**config.mk**
```make
export PLATFORM = sky130hd
export DESIGN_NAME = dac_frame_tx
export DESIGN_NICKNAME = d
export VERILOG_FILES = /design/src/rtl/dac_frame_pkg.sv /design/src/rtl/dac_word_build.sv /design/src/rtl/dac_sclk_gen.sv /design/src/rtl/dac_frame_seq.sv /design/src/rtl/dac_frame_tx.sv
export SDC_FILE = /design/constraint.sdc
export NUM_CORES = 1
export LEC_CHECK = 0
export CAP_MARGIN = 20
export CELL_PAD_IN_SITES_DETAIL_PLACEMENT = 0
export CELL_PAD_IN_SITES_GLOBAL_PLACEMENT = 1
export CORE_ASPECT_RATIO = 1.75
export CORE_UTILIZATION = 35
export CTS_CLUSTER_SIZE = 40
export DETAILED_ROUTE_END_ITERATION = 10
export DONT_BUFFER_PORTS = 1
export GPL_ROUTABILITY_DRIVEN = 0
export PLACE_DENSITY_LB_ADDON = 0.1
export SYNTH_ARGS = -nofsm -noshare
export SYNTH_HDL_FRONTEND = slang
export SYNTH_SLANG_ARGS = --single-unit
```
**constraint.sdc**
```tcl
create_clock -name clk -period 2.4 [get_ports clk]
set_input_delay 0.48 -clock clk [delete_from_list [all_inputs] [get_ports clk]]
set_output_delay 0.48 -clock clk [all_outputs]
set_load 0.005 [all_outputs]
```
**src/rtl/dac_frame_pkg.sv**
```systemverilog
package dac_frame_pkg;
  localparam int WORD_W = 16;

  localparam logic [1:0] KIND_DATA = 2'b00;
  localparam logic [1:0] KIND_REF  = 2'b01;

  typedef enum logic [2:0] {
    PH_IDLE,
    PH_CS_LEAD,
    PH_FS_LEAD,
    PH_SHIFT,
    PH_FS_TRAIL,
    PH_CS_TRAIL
  } phase_t;
endpackage

```
**src/rtl/dac_word_build.sv**
```systemverilog
module dac_word_build
  import dac_frame_pkg::*;
#(
  parameter int PD_BIT   = 13,
  parameter int SEL_BIT  = 15,
  parameter int FAST_BIT = 14
) (
  input  logic [1:0]        kind,
  input  logic              res10,
  input  logic [11:0]       data,
  input  logic [1:0]        refsel,
  output logic [WORD_W-1:0] word
);
  always_comb begin
    word = '0;
    if (kind[1]) begin
      // power-down outranks every other kind
      word[PD_BIT] = 1'b1;
    end else if (kind == KIND_REF) begin
      word[SEL_BIT] = 1'b1;
      word[1:0]     = refsel;
    end else if (res10) begin
      word[11:0] = {data[9:0], 2'b00};
    end else begin
      word[11:0] = data;
    end
    word[FAST_BIT] = 1'b1;
  end
endmodule

```
**src/rtl/dac_sclk_gen.sv**
```systemverilog
module dac_sclk_gen #(
  parameter int HALF_DIV = 2
) (
  input  logic clk,
  input  logic rst_n,
  input  logic run,
  output logic tick
);
  localparam int DIV_W = (HALF_DIV > 1) ? $clog2(HALF_DIV) : 1;
  localparam logic [DIV_W-1:0] LAST = DIV_W'(HALF_DIV - 1);

  logic [DIV_W-1:0] cnt;

  assign tick = run && (cnt == LAST);

  always_ff @(posedge clk or negedge rst_n) begin
    if (!rst_n)           cnt <= '0;
    else if (!run || tick) cnt <= '0;
    else                  cnt <= cnt + 1'b1;
  end
endmodule

```
**src/rtl/dac_frame_seq.sv**
```systemverilog
module dac_frame_seq
  import dac_frame_pkg::*;
(
  input  logic              clk,
  input  logic              rst_n,
  input  logic              start,
  input  logic [WORD_W-1:0] word,
  input  logic              tick,
  output logic              busy,
  output logic              done,
  output logic              cs_n,
  output logic              fs_n,
  output logic              sclk,
  output logic              sdo
);
  localparam int CNT_W = $clog2(2 * WORD_W);
  localparam logic [CNT_W-1:0] SHIFT_LAST = CNT_W'(2 * WORD_W - 1);
  localparam logic [CNT_W-1:0] GUARD_LAST = CNT_W'(1);

  phase_t            ph;
  logic [CNT_W-1:0]  cnt;
  logic [WORD_W-1:0] shreg;

  assign busy = (ph != PH_IDLE);

  always_ff @(posedge clk or negedge rst_n) begin
    if (!rst_n) begin
      ph    <= PH_IDLE;
      cnt   <= '0;
      shreg <= '0;
      done  <= 1'b0;
      cs_n  <= 1'b1;
      fs_n  <= 1'b1;
      sclk  <= 1'b1;
      sdo   <= 1'b0;
    end else begin
      done <= 1'b0;
      unique case (ph)
        PH_IDLE: if (start) begin
          shreg <= word;
          cs_n  <= 1'b0;
          cnt   <= '0;
          ph    <= PH_CS_LEAD;
        end
        PH_CS_LEAD: if (tick) begin
          if (cnt == GUARD_LAST) begin
            fs_n <= 1'b0;
            cnt  <= '0;
            ph   <= PH_FS_LEAD;
          end else cnt <= cnt + 1'b1;
        end
        PH_FS_LEAD: if (tick) begin
          if (cnt == GUARD_LAST) begin
            cnt <= '0;
            ph  <= PH_SHIFT;
          end else cnt <= cnt + 1'b1;
        end
        PH_SHIFT: if (tick) begin
          cnt <= cnt + 1'b1;
          if (!cnt[0]) begin
            sclk  <= 1'b0;
            sdo   <= shreg[WORD_W-1];
            shreg <= {shreg[WORD_W-2:0], 1'b0};
          end else begin
            sclk <= 1'b1;
            if (cnt == SHIFT_LAST) begin
              cnt <= '0;
              ph  <= PH_FS_TRAIL;
            end
          end
        end
        PH_FS_TRAIL: if (tick) begin
          if (cnt == GUARD_LAST) begin
            fs_n <= 1'b1;
            cnt  <= '0;
            ph   <= PH_CS_TRAIL;
          end else cnt <= cnt + 1'b1;
        end
        PH_CS_TRAIL: if (tick) begin
          if (cnt == GUARD_LAST) begin
            cs_n <= 1'b1;
            done <= 1'b1;
            cnt  <= '0;
            ph   <= PH_IDLE;
          end else cnt <= cnt + 1'b1;
        end
        default: ph <= PH_IDLE;
      endcase
    end
  end
endmodule

```
**src/rtl/dac_frame_tx.sv**
```systemverilog
module dac_frame_tx
  import dac_frame_pkg::*;
#(
  parameter int HALF_DIV = 2,
  parameter int PD_BIT   = 13,
  parameter int SEL_BIT  = 15,
  parameter int FAST_BIT = 14
) (
  input  logic        clk,
  input  logic        rst_n,
  input  logic        cmd_valid,
  output logic        cmd_ready,
  input  logic [1:0]  cmd_kind,
  input  logic        cmd_res10,
  input  logic [11:0] cmd_data,
  input  logic [1:0]  cmd_ref,
  output logic        busy,
  output logic        done,
  output logic        dac_cs_n,
  output logic        dac_fs_n,
  output logic        dac_sclk,
  output logic        dac_sdo
);
  logic [WORD_W-1:0] word;
  logic              tick;
  logic              start;

  assign cmd_ready = !busy;
  assign start     = cmd_valid && cmd_ready;

  dac_word_build #(
    .PD_BIT(PD_BIT), .SEL_BIT(SEL_BIT), .FAST_BIT(FAST_BIT)
  ) u_build (
    .kind(cmd_kind), .res10(cmd_res10), .data(cmd_data),
    .refsel(cmd_ref), .word(word)
  );

  dac_sclk_gen #(.HALF_DIV(HALF_DIV)) u_div (
    .clk(clk), .rst_n(rst_n), .run(busy), .tick(tick)
  );

  dac_frame_seq u_seq (
    .clk(clk), .rst_n(rst_n), .start(start), .word(word), .tick(tick),
    .busy(busy), .done(done), .cs_n(dac_cs_n), .fs_n(dac_fs_n),
    .sclk(dac_sclk), .sdo(dac_sdo)
  );
endmodule

```
======== Yosys cells after proc, flatten, opt, wreduce, memory -nomap -nowiden ========
Cells that the tools add are included.
operators by class
  multiplexer cells ....................... 43
  bitwise gates (word level) .............. 1
  $add $sub $neg .......................... 2
  equality and inequality tests ........... 22
  reduce and logical (&&, ||, !) cells .... 18
operators by type and width
  operator                                                                  count
  16-bit 2-to-1 mux                                                         3
  3-bit 2-to-1 mux                                                          12
  16-bit case mux with 2 select lines                                       1
  5-bit 2-to-1 mux                                                          6
  12-bit 2-to-1 mux                                                         2
  3-bit case mux with 6 select lines                                        1
  5-bit case mux with 3 select lines                                        1
  2-bit by 1-bit inequality test with 1-bit output (second input constant)  7
  2-bit inequality test (second input constant)                             7
  1-bit 2-to-1 mux                                                          13
  12-bit AND reduction                                                      1
  4-bit AND reduction                                                       3
  10-bit 2-to-1 mux                                                         1
  3-bit by 2-bit == test with 1-bit output (second input constant)          2
  3-bit == test (second input constant)                                     2
  2-bit nonzero test                                                        3
  3-bit nonzero test                                                        2
  5-bit by 1-bit adder with 5-bit output (second input constant)            1
  5-bit by 1-bit == test with 1-bit output (second input constant)          1
  5-bit == test (second input constant)                                     1
  5-bit AND reduction                                                       1
  1-bit case mux with 2 select lines                                        2
  4-bit OR reduction                                                        1
  3-bit by 1-bit == test with 1-bit output (second input constant)          1
  10 further kinds                                                          11
storage, ports and cells
  output and inout port bits .............. 7
  bits in registers ....................... 30
  word-level logic and storage cells ...... 95

======== Depth between registers and ports, before layout ========
  depth after elaboration ................. 5
  mapped depth ............................ 7
  depth with buffers taken out ............ 7

======== Cells and area by module ========
From an unflattened synthesis, not the netlist that was laid out.
unflattened totals
  cell total of the unflattened synthesis .. 197
  area total of the unflattened synthesis .. 1,801.7 um^2
modules (own cells, without submodules)
  module          times used  cells an instance  area an instance (um^2)
  dac_frame_seq   1           159                1,519.0
  dac_word_build  1           33                 231.5
  dac_sclk_gen    1           3                  41.3
  dac_frame_tx    1           2                  10.0

======== Least setup slack after synthesis ========
OpenSTA, ideal clock, no wires.
  path kind ............................... flip-flop to flip-flop
  start ................................... reg u_seq.cnt[1]
  end ..................................... reg u_seq.ph[0]
  setup slack ............................. 0.556 ns
  cell stages (with the launch flop) ...... 7
  arrival ................................. 1.779 ns
  path buffers ............................ 0
  data required time ...................... 2.335 ns
  cells stage by stage .................... dfrtp_1 inv_1 ha_1 or4b_4 o2111a_2 a2111oi_4 o21ba_1
between the ends
  word-level cells in the longest chain between the ends .. 3
  elaborated cells between the ends (all ways) .. 8
  those cells by class .................... 7 x eq/ne; 1 x reduce/logical
ends and longest elaborated chain
  what                                                                              RTL line             text
  start: declaration                                                                dac_frame_seq.sv:21  logic [CNT_W-1:0] cnt;
  start signal: assignment                                                          dac_frame_seq.sv:50  end else cnt <= cnt + 1'b1;
  start signal: assignment                                                          dac_frame_seq.sv:56  end else cnt <= cnt + 1'b1;
  start signal: assignment                                                          dac_frame_seq.sv:59  cnt <= cnt + 1'b1;
  5-bit == test / 5-bit by 1-bit == test with 1-bit output (equally long branches)  n/a
  2-bit by 1-bit inequality test with 1-bit output (no line)                        n/a
  12-bit AND reduction (no line) *                                                  n/a
  end signal: assignment                                                            dac_frame_seq.sv:68  ph <= PH_FS_TRAIL;
  end signal: assignment                                                            dac_frame_seq.sv:76  ph <= PH_CS_TRAIL;
  end signal: assignment                                                            dac_frame_seq.sv:84  ph <= PH_IDLE;
  end: declaration                                                                  dac_frame_seq.sv:20  phase_t ph;
Mark *: on every way between the ends. The rest lies on a longest branch, timed or not.
A chain may end at the register's enable or synchronous reset.

======== Worst setup path in the final report ========
  start ................................... reg u_seq.cnt[0]
  end ..................................... reg u_seq.ph[0]
The elaborated chain is that of the path after synthesis.

==> impl_metrics.ini <==
[route]
dr_total_vias = 1345
via_per_inst = 5.77
drtPass1Iterations = 4
drcViolationCount = 0
wl_met2_um = 2190
ant_nets = 0
drt-wirelength-per-cell_um = 16.8
dr.max_layer_used = met4
met3_length_um = 139
drt_iter0_markers = 40
drt-total-wl_um = 3920
wl_met1_um = 1560

[grt]
track_usage_pct = 15.7
antenna_found_initial = 0
overflow = 0
grt_first_pass_wirelength_um = 6380
grt_max_degree = 28
grt_pass1_vias = 1374

[yosys]
yosys.area_share.adder_pct = 2.15
synth_compound_area_share_pct = 21.9
synth_area_per_cell_um2 = 9.88
yosysMostFrequentCell = dfrtp_1
yosys-top-cells-area = dfrtp_1, mux2_2, nor2_1
synthXorXnorAreaFrac_pct = 0
async_flop_share_pct = 100
ys.flop_type = dfrtp_1
synth_top_area_cell = dfrtp_1
syn_inst = 177
yosysSeqAreaShare_pct = 43.2
syn_nets = 200
ys_warn_count = 0
syn_area_um2 = 1750
synth_top_cell_area_share_pct = 38.7
yosys.area_share.simple_pct = 16.6
ys_ff_latch = 30
synth_top_family_by_area = compound AO/OA/AOI/OAI gates
ys_types = 46
synth_commonest_cells = dfrtp_1, nor2_1, a21oi_1
synth_mux_area_share_pct = 9.59
synth_edf_count = 0

[critical_path]
crit_fanout = 10
worst_ep_arrival_time_ps = 2270
start_kind = flop
worstSetupPathType = flop to flop
required_ps = 2620
end_kind = flop

[clock_network]
hold_buffers = 1
clk_path_buf_depth = 2
h-tree-depth = 2
cts-root-buf = clkbuf_8
cts.repair.resized = 0
clock_sinks = 30
clk_pin_slew_ps = 70
clk_latency_ps = 280
cts_tree = yes
numCtsBuffers = 5
postCtsSetupRepairBufs = 0

[floorplan]
coreArea_um2 = 4750
initial_core_util_pct = 36.8
chipHeight_um = 95.5
row_count = 33
boundaryPins = 27
die-area_um2 = 5290
die_w_um = 55.4

[sta]
clock.fmax_mhz = 488
fin_skew_ps = 7.52
fin_crit_ps = 2050
slew_headroom_pct = 59.9
timing.final.crit_share_pct = 85.4
hold_ws_ps = 17.8
rsz0062_at_grt = no
hold_violations = 0
maxSlewViolCount = 0
tightestPinTransition_ps = 593
setup_violations = 0
fin_setup_tns_ps = 0

[power_and_ir_drop]
p_int_mw = 1.54
power.density_nw_per_um2 = 1320
seqPwrFrac_pct = 36.9
p_leak_nw = 0.794
power_mw = 2.53
p_clk_share_pct = 19.9
switching_share_pct = 38.9
p_sw_uw = 982
p_comb_share_pct = 43.2
ir_drop_uv = 605

[outcome]
outcome = completed

[finish]
diodes = 0
fin_nets = 203
final_cells = 233
design_area_um2 = 1910
drive_above_1_share_pct = 23.2
area_growth_pct = 9.45

[placed_design]
portBuffers = 0
dp_hpwl_um = 2820
dp_cells = 224
postPlaceCellArea_um2 = 1780

[hold_path]
worstHoldPathType = input pin to asynchronous set/reset pin

[run]
cap_violations = 0
## cells by family after synthesis
logic type	after synthesis
compound gates	52
fa+ha+maj	3
buf+inv	20
flops	30
mux	15
simple gates	57
## routing by layer
layer	global-route usage, %	vias to the layer above
met5	0	-
met1	16.0	654
met4	5.83	0
li1	-	654
met3	3.39	2
met2	30.7	35
## stage by stage
stage / util (%) / worst slack, ps
6_report: 40.3 / 351
5_1_grt: 40.3 / 251
4_1_cts: 40.3 / 343
3_5_place_dp: 37.6 / 359
3_3_place_gp: 37.6 / 400
2_1_floorplan: - / 556
## cell type report
class | instances | area, µm²
Fill cell | 476 | 2840
Multi-Input combinational cell | 127 | 878
Sequential cell | 30 | 754
Timing Repair Buffer | 9 | 80.1
Clock buffer | 5 | 68.8
Tap cell | 52 | 65.1
Clock inverter | 3 | 40.0
Inverter | 7 | 26.3
## final timing paths
path | from | to | slack, ps | cells after the start
setup / recovery | u_seq.cnt[0] | u_seq.ph[0] | 350 | 5
hold / removal | rst_n | u_seq.shreg[6] | 20 | 1
setup reg to reg | u_seq.cnt[0] | u_seq.ph[0] | 350 | 5
hold reg to reg | u_seq.shreg[1] | u_seq.shreg[1] | 500 | 1
max in group asynchronous | rst_n | u_seq.cnt[2] | 2220 | 1
min in group clk | cmd_kind[1] | u_seq.shreg[13] | 410 | 2
## state kept, by name, indices dropped and copies added (netlist names)
register	count
u_seq.shreg	16
u_seq.cnt	5
u_seq.ph	3
u_div.cnt	1
u_seq.cs_n	1
u_seq.done	1
u_seq.fs_n	1
u_seq.sclk	1
u_seq.sdo	1
## cells in the final DEF (no fill, tap or decap), types with 2 or more instances in the layout
cell type   n
nor3_1      7
o21ai_0     5
clkinv_2    2
nand3b_1    2
and2_1      2
buf_4       8
ha_1        3
dfrtp_1    27
a22oi_1    12
inv_1       7
dfstp_2     3
nor2_1     25
nand3_1     3
o211ai_1    3
a21oi_1    15
nand2_1     7
clkbuf_8    5
o31ai_1     3
mux2_2     14
a22o_1      2
## worst max-delay path, cell delays in order (launching register included)
cell	delay [ps]
dfrtp_1	520
ha_1	210
or4b_4	500
o2111a_2	310
a2111oi_4	310
o21ba_1	140
## power by group through the flow
stage                     sequential [mW]  combinational, mW  clock (mW)
after floorplan                     0.853              0.966           0
after global placement              0.931               1.07           0
after detailed placement            0.942               1.08           0
after CTS                           0.930               1.10       0.522
after global routing                0.958               1.23       0.545
final                               0.932               1.09       0.503
Note: power is estimated with default switching activity, not from simulation.
